$ cat config.mk
export PLATFORM = sky130hd
export DESIGN_NAME = phy_regbridge
export DESIGN_NICKNAME = d
export VERILOG_FILES = /design/src/rtl/phy_regbridge_pkg.sv /design/src/rtl/phy_regbridge_decode.sv /design/src/rtl/phy_regbridge_timer.sv /design/src/rtl/phy_regbridge_bank.sv /design/src/rtl/phy_regbridge.sv
export SDC_FILE = /design/constraint.sdc
export NUM_CORES = 2
export LEC_CHECK = 0
export BUFFER_PORTS_ARGS = -buffer_cell sky130_fd_sc_hd__clkbuf_2
export CAP_MARGIN = 20
export CORE_ASPECT_RATIO = 1.5
export CORE_MARGIN = 8
export CORE_UTILIZATION = 30
export DETAILED_ROUTE_END_ITERATION = 7
export PLACE_DENSITY = 0.46
export SYNTH_ARGS = -nofsm -noshare
export SYNTH_HDL_FRONTEND = slang
export SYNTH_SLANG_ARGS = --single-unit
$ cat constraint.sdc
create_clock -name clk -period 2.3 [get_ports clk]
set_input_delay 0.23 -clock clk [delete_from_list [all_inputs] [get_ports clk]]
set_output_delay 0.23 -clock clk [all_outputs]
set_load 0.005 [all_outputs]
$ cat src/rtl/phy_regbridge_pkg.sv
package phy_regbridge_pkg;

    localparam int WORD_W = 32;
    localparam int ADDR_W = 8;
    localparam int DATA_W = 16;

    localparam int CMD_BIT    = 0;
    localparam int BUSY_BIT   = 7;
    localparam int ADDR_LSB   = 8;
    localparam int DATA_LSB   = 16;

    typedef struct packed {
        logic              store;
        logic [ADDR_W-1:0] addr;
        logic [DATA_W-1:0] data;
    } cmd_t;

    function automatic logic [WORD_W-1:0] pack_word(input cmd_t c, input logic busy);
        logic [WORD_W-1:0] w;
        w = '0;
        w[CMD_BIT]                       = c.store;
        w[BUSY_BIT]                      = busy;
        w[ADDR_LSB +: ADDR_W]            = c.addr;
        w[DATA_LSB +: DATA_W]            = c.data;
        return w;
    endfunction

endpackage

$ cat src/rtl/phy_regbridge_decode.sv
module phy_regbridge_decode
    import phy_regbridge_pkg::*;
(
    input  logic [WORD_W-1:0] word_i,
    output cmd_t              cmd_o
);

    always_comb begin
        cmd_o.store = word_i[CMD_BIT];
        cmd_o.addr  = word_i[ADDR_LSB +: ADDR_W];
        cmd_o.data  = word_i[DATA_LSB +: DATA_W];
    end

endmodule

$ cat src/rtl/phy_regbridge_timer.sv
module phy_regbridge_timer #(
    parameter int BUSY_CYCLES = 8
) (
    input  logic clk,
    input  logic rst_n,
    input  logic start_i,
    output logic busy_o,
    output logic done_o
);

    localparam int CNT_W = (BUSY_CYCLES > 1) ? $clog2(BUSY_CYCLES) : 1;
    localparam logic [CNT_W-1:0] LOAD = CNT_W'(BUSY_CYCLES - 1);

    typedef struct packed {
        logic             busy;
        logic [CNT_W-1:0] cnt;
    } tmr_t;

    tmr_t st_d, st_q;

    always_comb begin
        st_d = st_q;
        if (start_i && !st_q.busy) begin
            st_d.busy = 1'b1;
            st_d.cnt  = LOAD;
        end else if (st_q.busy) begin
            if (st_q.cnt == '0) begin
                st_d.busy = 1'b0;
            end else begin
                st_d.cnt = st_q.cnt - 1'b1;
            end
        end
    end

    always_ff @(posedge clk) begin
        if (!rst_n) begin
            st_q <= '0;
        end else begin
            st_q <= st_d;
        end
    end

    assign busy_o = st_q.busy;
    assign done_o = st_q.busy && (st_q.cnt == '0);

endmodule

$ cat src/rtl/phy_regbridge_bank.sv
module phy_regbridge_bank
    import phy_regbridge_pkg::*;
#(
    parameter int DEPTH = 48
) (
    input  logic              clk,
    input  logic              rst_n,
    input  logic              we_i,
    input  logic [ADDR_W-1:0] addr_i,
    input  logic [DATA_W-1:0] wdata_i,
    output logic [DATA_W-1:0] rdata_o,
    output logic              in_range_o
);

    logic [DATA_W-1:0] ent_q [DEPTH];
    logic [DATA_W-1:0] ent_d [DEPTH];

    assign in_range_o = (int'(addr_i) < DEPTH);

    for (genvar g = 0; g < DEPTH; g++) begin : g_ent
        always_comb begin
            ent_d[g] = ent_q[g];
            if (we_i && (int'(addr_i) == g)) begin
                ent_d[g] = wdata_i;
            end
        end

        always_ff @(posedge clk) begin
            if (!rst_n) begin
                ent_q[g] <= '0;
            end else begin
                ent_q[g] <= ent_d[g];
            end
        end
    end

    always_comb begin
        rdata_o = '0;
        for (int i = 0; i < DEPTH; i++) begin
            if (int'(addr_i) == i) begin
                rdata_o = ent_q[i];
            end
        end
    end

endmodule

$ cat src/rtl/phy_regbridge.sv
module phy_regbridge
    import phy_regbridge_pkg::*;
#(
    parameter int BUSY_CYCLES = 8,
    parameter int DEPTH       = 48
) (
    input  logic        clk,
    input  logic        rst_n,
    input  logic        host_wr_en,
    input  logic [31:0] host_wdata,
    output logic [31:0] host_rdata
);

    cmd_t        host_cmd;
    logic        busy;
    logic        done;
    logic        launch;
    logic        bank_we;
    logic        bank_in_range;
    logic [DATA_W-1:0] bank_rdata;

    typedef struct packed {
        cmd_t cur;
    } br_t;

    br_t st_d, st_q;

    phy_regbridge_decode u_decode (
        .word_i (host_wdata),
        .cmd_o  (host_cmd)
    );

    phy_regbridge_timer #(
        .BUSY_CYCLES (BUSY_CYCLES)
    ) u_timer (
        .clk     (clk),
        .rst_n   (rst_n),
        .start_i (launch),
        .busy_o  (busy),
        .done_o  (done)
    );

    phy_regbridge_bank #(
        .DEPTH (DEPTH)
    ) u_bank (
        .clk        (clk),
        .rst_n      (rst_n),
        .we_i       (bank_we),
        .addr_i     (st_q.cur.addr),
        .wdata_i    (st_q.cur.data),
        .rdata_o    (bank_rdata),
        .in_range_o (bank_in_range)
    );

    assign launch  = host_wr_en && !busy;
    assign bank_we = done && st_q.cur.store && bank_in_range;

    always_comb begin
        st_d = st_q;
        if (launch) begin
            st_d.cur = host_cmd;
        end else if (done && !st_q.cur.store) begin
            st_d.cur.data = bank_in_range ? bank_rdata : '0;
        end
    end

    always_ff @(posedge clk) begin
        if (!rst_n) begin
            st_q <= '0;
        end else begin
            st_q <= st_d;
        end
    end

    assign host_rdata = pack_word(st_q.cur, busy);

endmodule

* Word-level counts from Yosys, hierarchy flattened *
Memories as Yosys holds them, arrays and structs flattened.
Cells that the tools add are included.

operators by class
  add/subtract/negate cells = 1
  $lt $le $gt $ge = 1
  mux-type cells = 153
  equality and inequality tests = 48
  bitwise gates (word level) = 48
  reductions and logical operators = 61

operators by type and width
  kind                                                    count
  two-way mux 16 bit                                      147
  equality test 8 x 6 -> 1 bit (second input constant)    16
  equality test 8 x 7 -> 1 bit (second input constant)    16
  equality test 8 x 5 -> 1 bit (second input constant)    8
  logical AND 1 bit                                       54
  OR 1 bit                                                48
  equality test 8 x 4 -> 1 bit (second input constant)    4
  equality test 8 x 3 -> 1 bit (second input constant)    2
  equality test 8 x 2 -> 1 bit (second input constant)    1
  zero test 8 bit                                         1
  < comparator 8 x 6 -> 1 bit (second input constant)     1
  two-way mux 4 bit                                       2
  nonzero test 2 bit                                      2
  zero test 3 bit                                         1
  two-way mux 1 bit                                       3
  two-way mux 3 bit                                       1
  subtractor 3 x 1 -> 3 bit (second input constant)       1
  zero test 1 bit                                         2
  inequality test 2 x 1 -> 1 bit (second input constant)  1
  AND reduction 2 bit                                     1

word-level totals
  output and inout bits = 32
  bits in writable memories = 768
  register bits = 29
  memories = 1
  word-level logic and storage cells = 318
  input bits = 35

memories
  memory        words  bits a word  read ports  clocked after memory_dff  wr ports  RTL line                  text
  u_bank.ent_q  48     16           48          0                         48        phy_regbridge_bank.sv:15  logic [DATA_W-1:0] ent_q [DEPTH];

* Depth between registers and ports, before layout *
  depth after elaboration = 52
  gate-level depth with buffers = 14

* Modules after synthesis *
A second synthesis with hierarchy kept.

unflattened totals
  cells, all modules = 4,859
  area total of the unflattened synthesis = 37,767.5 um^2

modules (own cells, without submodules)
  module                cells an instance  instances  area each (um^2)
  phy_regbridge_bank    4,668              1          36,140.9
  phy_regbridge         144                1          1,232.4
  phy_regbridge_timer   22                 1          206.4
  phy_regbridge_decode  25                 1          187.7

* Least setup slack after synthesis *
No wires, ideal clock.

  kind = reg2reg
  start point = register st_q, in the netlist host_rdata[9]
  end point = register st_q, in the netlist host_rdata[26]
  period minus slack after synthesis = 2,383 ps
  setup time = 124 ps
  data arrival time = 2,259 ps
  cell stages (with the launch flop) = 13
  data required time = 2,176 ps
  setup slack = -83 ps
  cells stage by stage = dfxtp_1 buf_4 buf_2 buf_6 buf_4 mux2_2 a31oi_1 o311ai_0 a222oi_1 a21boi_0 a211oi_1 o21ai_1 a21oi_1

on the way
  longest elaborated chain between the ends = 52
  elaborated cells on any way between the ends = 100

ends and longest elaborated chain
  what                               RTL line                  text
  start: declaration                 phy_regbridge.sv:26       br_t st_d, st_q;
  start signal: assignment           phy_regbridge.sv:71       st_q <= st_d;
  zero test 8 bit                    phy_regbridge_bank.sv:40  if (int'(addr_i) == i) begin
  two-way mux 16 bit (48 in series)  phy_regbridge_bank.sv:40
  two-way mux 16 bit *               phy_regbridge.sv:63       st_d.cur.data = bank_in_range ? bank_rdata : '0;
  two-way mux 16 bit *               phy_regbridge.sv:62       end else if (done && !st_q.cur.store) begin
  two-way mux 16 bit *               phy_regbridge.sv:60       if (launch) begin

Mark *: on every way between the ends. The rest lies on a longest branch, timed or not. The select of a mux whose other input is x is not followed.
A chain may end at the register's enable or synchronous reset.

* Final worst setup path *
  start point = register st_q, in the netlist host_rdata[10]
  end point = register st_q, in the netlist host_rdata[26]

Same word-level chain as after synthesis.

==> impl_metrics.toml <==
[routing]
dr.first_iter.drc_count = 3548
route.vias.total = 38386
finalWirelength_mm = 197
drt-wirelength-per-cell_um = 28.1
ant_nets = 0
route.detailed.vias_per_inst = 5.47
drt_drc_violations_left = 0
first_pass_iters = 8

[power_and_ir_drop]
power_per_cell_area_nw_per_um2 = 632
total_power_mw = 32.1
p_leak_nw = 17.8
vdd_ir_drop_max_mv = 0.634

[clock_tree]
root_buf_cell = "sky130_fd_sc_hd__clkbuf_16"
cts.reportedPaths.clkPinSlew_ps = 70
clock_path_buffers = 3
cts_made_buffers = 84
cts_tree = "yes"
cts_max_level = 3
clock_latency_ps = 710
clkSinkCount = 797

[synth]
avgSynthCellArea_um2 = 7.86
post_synthesis_register_bit_count = 797
count_of_mapped_cells_out_of_synthesis = 4721
yosys_warnings = 0
ys_dominant_reg_cell = "sky130_fd_sc_hd__dfxtp_1"
yosysUniqueCellTypes = 93
syn-cell-area_um2 = 37100
synth_largest_type_area_fraction = 0.430
synth_sequential_area_ratio = 0.430
synth_area_leaders = "sky130_fd_sc_hd__dfxtp_1 43%, sky130_fd_sc_hd__nand2_1 17%, sky130_fd_sc_hd__a21boi_0 15%"
postSynth.asyncResetShare = 0
synth_edf_count = 0
yosys.area.top_type = "sky130_fd_sc_hd__dfxtp_1"

[critical_path]
setup.worst_path.end_class = "flip-flop"
critPathLaunchType = "flip-flop"
critPathArrivalTime_ps = 3550
path_class = "flip-flop to flip-flop"
worst_ep_required_time_ps = 2880
critical_path_peak_fanout = 7

[global_routing]
global_route.usage.met2 = 0.477
first_global_vias = 36921
grt_pass1_wl_mm = 274
grt_start_max_net_pins = 213
grt.overflow.total = 0
gr_util_met3 = 0.0396
globalRouteMet1Util = 0.305
grt-busiest-layer = "met2"
antenna_found_initial = 4
track_usage = 0.279

[run]
max-cap-violations = 0

[timing]
tns_ps = -14130
finalWorstPathRequiredPeriod_ps = 2980
setup_violations_final = 116
setup_slack_ps = -676
hold_ws_ps = 72.1
min_period_over_period = 1.29
worst_pin_slew_ps = 886
rsz_0062_raised_after_global_routing = "yes"
clock-skew-final_ps = 49.8
hold_violation_count_in_the_final_report = 0
slew_viol_final = 0
timing.slew.headroom = 0.409
fmax_mhz = 336

[min_path]
class_of_the_tightest_hold_or_removal_check = "input port to flip-flop"

[finish]
final.fill_count = 12479
fin_area_um2 = 50800
nNetsFinal = 5388
area.growth.synth_to_final_pct = 36.9
post_route_cells_drive_above_1_share = 0.264
layout.core_utilization = 0.413

[run_status]
run_status = "finished, violations left"
violations = "setup timing"

[floorplan]
die_area_um2 = 136000
placementRows = 158
die_extent_in_y_um = 447
design.portCount = 67
fp.dieW_um = 303
initial_utilization = 0.301
coreArea_um2 = 123000

[placed_design]
place_hpwl_mm = 140
placed_area_um2 = 44600
final_gp_congestion = 0.944
io_buffers = 53
-- stage by stage --
stage	setup slack, ps	instances
2_1_floorplan	-23.0	4726
6_report	-676	7021
3_3_place_gp	-2140	6753
4_1_cts	-600	6944
3_5_place_dp	-2120	6753
5_1_grt	-614	7020
-- final timing paths --
kind / depth (start not counted) / slack, ps / start / endpoint
setup / recovery: 11 / -680 / host_rdata[10]$_SDFFE_PN0P_ / host_rdata[26]$_SDFFE_PN0P_
hold / removal: 3 / 70 / host_wdata[8] / host_rdata[8]$_SDFFE_PN0P_
setup reg to reg: 11 / -680 / host_rdata[10]$_SDFFE_PN0P_ / host_rdata[26]$_SDFFE_PN0P_
hold reg to reg: 2 / 450 / u_bank.ent_q[1][235]$_SDFFE_PN0P_ / u_bank.ent_q[1][235]$_SDFFE_PN0P_
-- state kept, by name, summed over array words and instances, names as in the netlist --
register and flops:
u_bank.ent_q 768, host_rdata 25, u_timer.st_q 3, u_timer.busy_o 1
-- cells by family after synthesis --
family / Yosys count / synth area share
DFF: 797 / 0.430
and+or+nand+nor: 2049 / 0.228
muxes: 37 / 0.0131
adders and majority gates: 2 / 0.000674
other: 1 / 0.000101
buffers and inverters: 420 / 0.0504
AOI/OAI and AO/OA: 1415 / 0.278
-- cell usage after synthesis (20+ instances only) --
| cell | n |
|---|---|
| sky130_fd_sc_hd__a31oi_1 | 21 |
| sky130_fd_sc_hd__nor2_1 | 148 |
| sky130_fd_sc_hd__nand3_1 | 28 |
| sky130_fd_sc_hd__o22ai_1 | 21 |
| sky130_fd_sc_hd__o21ai_0 | 136 |
| sky130_fd_sc_hd__nand2_1 | 1697 |
| sky130_fd_sc_hd__a221o_1 | 20 |
| sky130_fd_sc_hd__clkbuf_1 | 255 |
| sky130_fd_sc_hd__a21boi_0 | 748 |
| sky130_fd_sc_hd__a221oi_1 | 62 |
| sky130_fd_sc_hd__a22o_1 | 22 |
| sky130_fd_sc_hd__a21oi_1 | 98 |
| sky130_fd_sc_hd__buf_2 | 124 |
| sky130_fd_sc_hd__nor3_1 | 31 |
| sky130_fd_sc_hd__a22oi_1 | 81 |
| sky130_fd_sc_hd__a21boi_1 | 35 |
| sky130_fd_sc_hd__nor2_2 | 25 |
| sky130_fd_sc_hd__dfxtp_1 | 797 |
| sky130_fd_sc_hd__o211ai_1 | 25 |
-- layer usage --
| metal | vias up | share of wire |
|---|---|---|
| met4 | 0 | 0.096 |
| met5 | - | 0 |
| met2 | 1517 | 0.48 |
| met1 | 18802 | 0.37 |
| met3 | 614 | 0.052 |
| li1 | 17453 | - |
-- cells in the final DEF (no fill, tap or decap), types with 11 or more instances in the layout --
master / synthesis / routed
sky130_fd_sc_hd__nand2_1: 1697 / 1634
sky130_fd_sc_hd__dfxtp_1: 797 / 774
sky130_fd_sc_hd__buf_4: 19 / 643
sky130_fd_sc_hd__a21boi_0: 748 / 568
sky130_fd_sc_hd__a21boi_1: 35 / 199
sky130_fd_sc_hd__buf_6: 7 / 110
sky130_fd_sc_hd__nor2_1: 148 / 106
sky130_fd_sc_hd__o21ai_0: 136 / 102
sky130_fd_sc_hd__buf_12: 1 / 101
sky130_fd_sc_hd__clkbuf_16: 0 / 91
sky130_fd_sc_hd__a21oi_1: 98 / 83
sky130_fd_sc_hd__a22oi_1: 81 / 76
sky130_fd_sc_hd__clkbuf_2: 1 / 52
sky130_fd_sc_hd__a221oi_1: 62 / 51
sky130_fd_sc_hd__nand2_2: 2 / 41
sky130_fd_sc_hd__nor2_2: 25 / 35
sky130_fd_sc_hd__nor2_4: 3 / 35
sky130_fd_sc_hd__o211ai_1: 25 / 25
sky130_fd_sc_hd__nand3_1: 28 / 24
sky130_fd_sc_hd__nor3_1: 31 / 24
sky130_fd_sc_hd__nand2_4: 0 / 22
sky130_fd_sc_hd__buf_8: 0 / 22
sky130_fd_sc_hd__o21ai_1: 10 / 21
sky130_fd_sc_hd__a22o_1: 22 / 20
sky130_fd_sc_hd__o21ai_2: 1 / 19
sky130_fd_sc_hd__a221o_1: 20 / 19
sky130_fd_sc_hd__clkbuf_8: 0 / 18
sky130_fd_sc_hd__dfxtp_2: 0 / 18
sky130_fd_sc_hd__o22ai_1: 21 / 17
sky130_fd_sc_hd__a222oi_1: 17 / 17
sky130_fd_sc_hd__a21boi_2: 0 / 16
sky130_fd_sc_hd__mux2i_1: 17 / 16
sky130_fd_sc_hd__a31oi_1: 21 / 15
sky130_fd_sc_hd__clkbuf_1: 255 / 15
sky130_fd_sc_hd__dlygate4sd3_1: 0 / 15
sky130_fd_sc_hd__clkinv_2: 0 / 13
sky130_fd_sc_hd__mux2_2: 12 / 12
sky130_fd_sc_hd__a211oi_1: 19 / 11
sky130_fd_sc_hd__a21oi_2: 1 / 11
-- final cells by class --
type,count,area (um^2),area share
antenna,3,7.51,0.000148
sequential,797,16000,0.315
clock buffer,118,2430,0.0478
tap,1600,2000,0.0394
multi-input combinational,3509,20900,0.411
timing repair buffer,951,9010,0.177
inverter,8,30.0,0.000591
clock inverter,35,452,0.00889
-- critical path, cell delays in order (launching register included) --
cell	delay [ps]
sky130_fd_sc_hd__dfxtp_4	440
sky130_fd_sc_hd__buf_6	140
sky130_fd_sc_hd__buf_6	90
sky130_fd_sc_hd__and4b_2	240
sky130_fd_sc_hd__buf_12	140
sky130_fd_sc_hd__a222oi_1	600
sky130_fd_sc_hd__buf_4	230
sky130_fd_sc_hd__a31oi_4	130
sky130_fd_sc_hd__o31ai_4	430
sky130_fd_sc_hd__a211oi_2	140
sky130_fd_sc_hd__o21ai_1	170
sky130_fd_sc_hd__a21oi_1	80
-- power breakdown --
part           internal [mW]  switching, mW
clock network           8.32           6.32
registers               13.8          0.136
logic                   1.30           2.20
-- timing repair --
item / CTS / global route
endpoints found under the setup margin: 629 / 733
pin swaps: 55 / 107
setup buffers: 23 / 71
cloned: 3 / 10
endpoints found under the hold margin: 23 / 0
resized for setup: 258 / 509
hold buffers: 15 / 0
Note: power is estimated with default switching activity, not from simulation.
